$ cat src/rtl/irq_timer_pkg.sv
package irq_timer_pkg;

   localparam logic [31:0] OFF_CONFIG   = 32'h0000_0020;
   localparam logic [31:0] OFF_MASK     = 32'h0001_0000;
   localparam logic [31:0] OFF_SCRATCH  = 32'h0001_0018;
   localparam logic [31:0] OFF_ST_LOAD  = 32'h0001_0020;
   localparam logic [31:0] OFF_ST_CLEAR = 32'h0001_0028;
   localparam logic [31:0] OFF_ST_VIEW  = 32'h0001_0030;
   localparam logic [31:0] OFF_COUNT    = 32'h0002_0000;
   localparam logic [31:0] OFF_COMPARE  = 32'h0003_0000;

   typedef struct packed {
      logic cfg;
      logic mask;
      logic scratch;
      logic st_load;
      logic st_clear;
      logic st_view;
      logic count;
      logic compare;
   } reg_sel_t;

endpackage

$ cat src/rtl/irq_addr_decode.sv
module irq_addr_decode
   import irq_timer_pkg::*;
#(
   parameter int ADDR_W = 20
) (
   input  logic [ADDR_W-1:0] addr,
   output reg_sel_t          sel
);

   localparam int HI_OFF_BIT = 17;

   if (ADDR_W <= HI_OFF_BIT) begin : g_bad_addr_w
      $error("irq_addr_decode: ADDR_W too narrow for the register map");
   end

   // Every offset is compared over the full address width so that aliases never appear.
   always_comb begin
      sel          = '0;
      sel.cfg      = (addr == ADDR_W'(OFF_CONFIG));
      sel.mask     = (addr == ADDR_W'(OFF_MASK));
      sel.scratch  = (addr == ADDR_W'(OFF_SCRATCH));
      sel.st_load  = (addr == ADDR_W'(OFF_ST_LOAD));
      sel.st_clear = (addr == ADDR_W'(OFF_ST_CLEAR));
      sel.st_view  = (addr == ADDR_W'(OFF_ST_VIEW));
      sel.count    = (addr == ADDR_W'(OFF_COUNT));
      sel.compare  = (addr == ADDR_W'(OFF_COMPARE));
   end

endmodule

$ cat src/rtl/irq_status_unit.sv
module irq_status_unit #(
   parameter int DATA_W = 64
) (
   input  logic              clk,
   input  logic              rst_n,
   input  logic              we,
   input  logic              sel_load,
   input  logic              sel_clear,
   input  logic              sel_view,
   input  logic [DATA_W-1:0] wdata,
   output logic [DATA_W-1:0] status
);

   logic clear_hit;
   logic load_hit;

   assign load_hit  = we && sel_load;
   assign clear_hit = we && (sel_clear || sel_view);

   always_ff @(posedge clk) begin
      if (!rst_n) begin
         status <= '0;
      end else if (load_hit) begin
         status <= wdata;
      end else if (clear_hit) begin
         status <= status & ~wdata;
      end
   end

   AST_STATUS_LOAD: assert property (@(posedge clk) disable iff (!rst_n)
      load_hit |=> (status == $past(wdata)));

   AST_STATUS_CLEAR: assert property (@(posedge clk) disable iff (!rst_n)
      clear_hit |=> ((status & $past(wdata)) == '0));

   AST_STATUS_NO_SET: assert property (@(posedge clk) disable iff (!rst_n)
      clear_hit |=> ((status & ~$past(status)) == '0));

endmodule

$ cat src/rtl/irq_counter_unit.sv
module irq_counter_unit #(
   parameter int DATA_W    = 64,
   parameter int TICK_STEP = 1000
) (
   input  logic              clk,
   input  logic              rst_n,
   input  logic              we,
   input  logic              sel_count,
   input  logic              sel_compare,
   input  logic              tick,
   input  logic [DATA_W-1:0] wdata,
   output logic [DATA_W-1:0] count,
   output logic [DATA_W-1:0] compare,
   output logic              reached
);

   localparam logic [DATA_W-1:0] STEP_V = DATA_W'(TICK_STEP);

   if (TICK_STEP < 1) begin : g_bad_step
      $error("irq_counter_unit: TICK_STEP must be at least 1");
   end

   logic [DATA_W-1:0] count_next_tick;
   logic              count_wr;

   // A unit step uses a plain incrementer; any other step uses a constant adder.
   if (TICK_STEP == 1) begin : g_step_inc
      assign count_next_tick = count + 1'b1;
   end else begin : g_step_add
      assign count_next_tick = count + STEP_V;
   end

   assign count_wr = we && sel_count;

   always_ff @(posedge clk) begin
      if (!rst_n) begin
         count <= '0;
      end else if (count_wr) begin
         count <= wdata;
      end else if (tick) begin
         count <= count_next_tick;
      end
   end

   always_ff @(posedge clk) begin
      if (!rst_n) begin
         compare <= '0;
      end else if (we && sel_compare) begin
         compare <= wdata;
      end
   end

   assign reached = (count >= compare);

   AST_TICK_STEP: assert property (@(posedge clk) disable iff (!rst_n)
      (tick && !count_wr) |=> (count == $past(count) + STEP_V));

   AST_WRITE_WINS: assert property (@(posedge clk) disable iff (!rst_n)
      count_wr |=> (count == $past(wdata)));

   AST_COUNT_HOLD: assert property (@(posedge clk) disable iff (!rst_n)
      (!tick && !count_wr) |=> $stable(count));

endmodule

$ cat src/rtl/irq_timer_regs.sv
module irq_timer_regs
   import irq_timer_pkg::*;
#(
   parameter int          ADDR_W       = 20,
   parameter int          DATA_W       = 64,
   parameter int          TICK_STEP    = 1000,
   parameter int          TIMER_EN_BIT = 50,
   parameter logic [63:0] CONFIG_WORD  = 64'h0000_0000_8001_0000
) (
   input  logic              clk,
   input  logic              rst_n,
   input  logic [ADDR_W-1:0] bus_addr,
   input  logic              bus_we,
   input  logic [DATA_W-1:0] bus_wdata,
   output logic [DATA_W-1:0] bus_rdata,
   input  logic              tick,
   output logic              irq_out,
   output logic              timer_irq_out
);

   if (TIMER_EN_BIT >= DATA_W) begin : g_bad_en_bit
      $error("irq_timer_regs: TIMER_EN_BIT outside the data width");
   end
   if (DATA_W > 64) begin : g_bad_data_w
      $error("irq_timer_regs: DATA_W above 64 is not supported");
   end

   reg_sel_t          sel;
   logic [DATA_W-1:0] mask_q;
   logic [DATA_W-1:0] scratch_q;
   logic [DATA_W-1:0] status;
   logic [DATA_W-1:0] count;
   logic [DATA_W-1:0] compare;
   logic              reached;
   logic [DATA_W-1:0] pend;

   irq_addr_decode #(.ADDR_W(ADDR_W)) u_decode (
      .addr (bus_addr),
      .sel  (sel)
   );

   irq_status_unit #(.DATA_W(DATA_W)) u_status (
      .clk       (clk),
      .rst_n     (rst_n),
      .we        (bus_we),
      .sel_load  (sel.st_load),
      .sel_clear (sel.st_clear),
      .sel_view  (sel.st_view),
      .wdata     (bus_wdata),
      .status    (status)
   );

   irq_counter_unit #(.DATA_W(DATA_W), .TICK_STEP(TICK_STEP)) u_counter (
      .clk         (clk),
      .rst_n       (rst_n),
      .we          (bus_we),
      .sel_count   (sel.count),
      .sel_compare (sel.compare),
      .tick        (tick),
      .wdata       (bus_wdata),
      .count       (count),
      .compare     (compare),
      .reached     (reached)
   );

   always_ff @(posedge clk) begin
      if (!rst_n) begin
         mask_q    <= '0;
         scratch_q <= '0;
      end else if (bus_we) begin
         if (sel.mask)    mask_q    <= bus_wdata;
         if (sel.scratch) scratch_q <= bus_wdata;
      end
   end

   // Per-bit pending terms, reduced into the combined line.
   for (genvar i = 0; i < DATA_W; i++) begin : g_pend
      assign pend[i] = status[i] & mask_q[i];
   end

   assign irq_out       = |pend;
   assign timer_irq_out = mask_q[TIMER_EN_BIT] & reached;

   always_comb begin
      bus_rdata = '0;
      if (sel.cfg)     bus_rdata = CONFIG_WORD[DATA_W-1:0];
      if (sel.mask)    bus_rdata = mask_q;
      if (sel.scratch) bus_rdata = scratch_q;
      if (sel.st_view) bus_rdata = status;
      if (sel.count)   bus_rdata = count;
      if (sel.compare) bus_rdata = compare;
   end

   AST_MASK_HOLD: assert property (@(posedge clk) disable iff (!rst_n)
      !(bus_we && sel.mask) |=> $stable(mask_q));

   AST_IRQ_NEEDS_MASK: assert property (@(posedge clk) disable iff (!rst_n)
      (mask_q == '0) |-> !irq_out);

   AST_IRQ_NEEDS_STATUS: assert property (@(posedge clk) disable iff (!rst_n)
      (status == '0) |-> !irq_out);

   AST_TIMER_NEEDS_EN: assert property (@(posedge clk) disable iff (!rst_n)
      timer_irq_out |-> mask_q[TIMER_EN_BIT]);

   AST_SEL_ONEHOT: assert property (@(posedge clk) disable iff (!rst_n)
      $onehot0(sel));

endmodule

$ cat config.mk
export PLATFORM = sky130hd
export DESIGN_NAME = irq_timer_regs
export DESIGN_NICKNAME = d
export VERILOG_FILES = /design/src/rtl/irq_timer_pkg.sv /design/src/rtl/irq_addr_decode.sv /design/src/rtl/irq_status_unit.sv /design/src/rtl/irq_counter_unit.sv /design/src/rtl/irq_timer_regs.sv
export SDC_FILE = /design/constraint.sdc
export NUM_CORES = 1
export LEC_CHECK = 0
export CORE_MARGIN = 2
export CORE_UTILIZATION = 42
export CTS_BUF_LIST = sky130_fd_sc_hd__clkbuf_8
export DETAILED_ROUTE_END_ITERATION = 8
export HOLD_SLACK_MARGIN = 0.1
export SLEW_MARGIN = 20
export SYNTH_ARGS = -nofsm -noshare
export SYNTH_HDL_FRONTEND = slang
export SYNTH_SLANG_ARGS = --single-unit
$ cat constraint.sdc
create_clock -name clk -period 2.4 [get_ports clk]
set_clock_uncertainty 0.1 [all_clocks]
set_input_delay 0.36 -clock clk [delete_from_list [all_inputs] [get_ports clk]]
set_output_delay 0.36 -clock clk [all_outputs]
set_load 0.05 [all_outputs]
==> reports/metrics.cfg <==
[drt]
wire_per_inst_um=22.31
drtIter0Drc=2168
vias_per_cell=5.870
drc=0
drt_wl_total_um=70240
drtPass1Iterations=9
route.antenna.remaining_nets=0
via_count=18480

[logic_synthesis]
async_flop_share_pct=0
synth_compound_area_share_pct=25.79
synthTopCellsByArea=dfxtp_1 38%, nand2_1 8.5%, a21oi_1 7.2%, o21ai_0 6.1%, ha_1 4.8%
synth.most_common_cell=nand2_1
synth-seq-area-share_pct=38.12
synth_top_area_share_pct=38.12
synth-edff-count=0
synth_top_family_by_area=compound AO/OA/AOI/OAI gates
ys_warn_count=0
synth_simple_gate_area_share_pct=20.81
synth_top_area_cell=dfxtp_1
synthMuxAreaShare_pct=1.548
synthAdderAreaFrac_pct=4.839
synth_xor_area_share_pct=3.179
synth_seq_cells=320
synth_nets=2341
syn_area_sq_mm=0.01681
syn_inst=2188
ys_types=57
synth_flop_cell=dfxtp_1
synth_common_cells=380 x nand2_1, 320 x dfxtp_1, 241 x a21oi_1
avgSynthCellArea_sq_um=7.682

[final_layout]
fill_cells=3413
fin_nets=2736
drive_gt1_share_pct=27.45
layout.area.seq_sq_mm=0.006430
diodes=0
multi_input_area_sq_mm=0.01082
area_growth_pct=48.31

[global_routing]
grt_max_degree=122
grt_pass1_vias=17550
track_usage_pct=32.93
grt-ovfl-total=0
antenna_found_initial=0
grt_pass1_wl_um=105400

[floorplan]
die_area_sq_mm=0.04163
dieHeight_um=204.0
core_sq_mm=0.03964
chipWidth_um=204.0
io-pin-count=154
start_util_pct=42.40
fp-row-count=73

[critical_path]
cp_max_fo=3
path_cells=inv_1, ha_4, nand4_1, or3_4, nor3_4, buf_6, and3_4, a32oi_4, nand3_4, buf_12
max_stage_delay_ns=0.44
required_ns=1.94
crit_start=u_counter.compare[59]$_SDFFE_PN0P_
r2r_cells=10
slowest_stage=or3_4
crit_type=reg2out
r2r-start=u_counter.count[10]$_SDFFE_PN0N_
crit_path_end_kind=output pin
startpoint_type=flop
critPathArrivalTime_ns=2.88

[outcome]
violations=setup timing
status=complete, but fails checks

[pwr]
leakagePower_nw=9.274
vdd_drop_max_v=0.0004061
power_switching_mw=3.045
swShare_pct=26.23
power.share.sequential_pct=46.1
p_int_mw=8.566
power.share.clock_pct=45.0
power.density_mw_per_mm2=465.8
p_comb_share_pct=8.9

[place]
routabilityCongestion=0.9695
port_buffers=153
hpwl_um=49110

[clock_network]
cts_sinks=320
cts_root_buffer=clkbuf_8
numCtsBuffers=57
cts_max_path_buffers=3
tritoncts=done
h-tree-depth=2
clk_pin_slew_worst_paths_ns=0.06
worst_skew_pair.late_latency_ns=0.66

[timing]
setup_viol=66
hold_slack_ns=0.3293
slew_headroom_pct=61.40
period_needed_ns=3.344
setup_tns_ns=-25.92
hold_viol=0
rsz0062_at_grt=true
worstMarginPinSlew_ns=0.5790
setup_ws_ns=-0.9441
drv_slew=0
fmax_mhz=299.0
fin_crit_sh_pct=139.3

[hold_path]
hold_depth=3
hold_start=bus_wdata[34]
hold_class=in2reg

[flow_run]
maxCapViolations=0

## placed cells by master (no fill, tap or decap), types with 73 or more instances in the layout
| master | count |
|---|---|
| a21oi_1 | 183 |
| a211oi_1 | 90 |
| buf_4 | 263 |
| nor2_1 | 178 |
| nand3_1 | 81 |
| clkbuf_8 | 73 |
| o21ai_0 | 177 |
| buf_12 | 106 |
| nand2_1 | 369 |
| inv_1 | 86 |
| dfxtp_1 | 301 |
## area by class of cell
class	count	area share (%)
flip-flops and latches	320	25.79
clock inverters	26	0.5873
repair buffers	502	22.40
clock buffers	73	4.030
multi-input cells	1628	43.42
well taps	525	2.635
inverters	74	1.134
## critical path, delay by kind of cell (launching register included)
kind	cells	cell delay (ns)
adder cells (fa/ha/maj)	1	0.26
AO/OA/AOI/OAI	1	0.13
flip-flops	1	0.34
buffers and inverters	3	0.35
AND/OR/NAND/NOR	5	1.17
## layer usage
layer / vias up / GRT usage, % / routed length [um]
li1: 8592 / - / -
met1: 8766 / 44.68 / 29520
met2: 948 / 52.07 / 31520
met3: 174 / 5.628 / 6461
met4: 0 / 13.04 / 2732
met5: - / 0 / 0
## cells by family (layout without fill, tap and decap cells)
group / Yosys count / count (layout)
flops: 320 / 320
buf+inv: 240 / 675
compound gates: 699 / 699
xor+xnor: 61 / 61
mux: 26 / 26
simple gates: 777 / 777
fa+ha+maj: 65 / 65
## power groups by stage
| stage | clock [mW] | sequential [mW] | combinational [mW] |
|---|---|---|---|
| 6_report | 5.23 | 5.35 | 1.03 |
| 5_1_grt | 5.51 | 5.35 | 1.09 |
| 4_1_cts | 5.26 | 5.35 | 0.999 |
| 3_5_place_dp | 0 | 5.47 | 0.982 |
| 3_3_place_gp | 0 | 5.47 | 0.969 |
| 2_1_floorplan | 0 | 5.49 | 0.394 |
## flip-flops by register name, summed over array words and instances, names as in the netlist
signal / cells
mask_q: 64
scratch_q: 64
u_counter.compare: 64
u_status.status: 64
u_counter.count: 64
## final timing paths
path / slack, ns / end
setup / recovery: -0.94 / timer_irq_out
hold / removal: 0.33 / u_counter.compare[34]$_SDFFE_PN0P_
setup reg to reg: 0.08 / u_counter.count[61]$_SDFFE_PN0N_
hold reg to reg: 0.35 / u_counter.compare[31]$_SDFFE_PN0P_
## per-stage QoR
step	total power [mW]	worst slack, ns	utilization (%)	instance area (sq um)	cells
floorplan	5.880	-0.1172	-	17570	2188
global placement	6.436	-0.7788	56.83	22530	3013
detailed placement	6.450	-0.7820	56.83	22530	3013
CTS	11.61	-0.9823	61.65	24440	3135
global route	11.96	-0.9700	62.88	24930	3148
finish	11.61	-0.9441	62.88	24930	3148
## repair_timing
action,CTS,global route
setup endpoints to repair,72,72
pin swaps,49,58
gates cloned,6,1
hold buffers,1,0
buffers inserted,17,17
hold endpoints to repair,10,0
gates resized for setup,167,109
No activity file was read; power rests on OpenSTA's default activity.
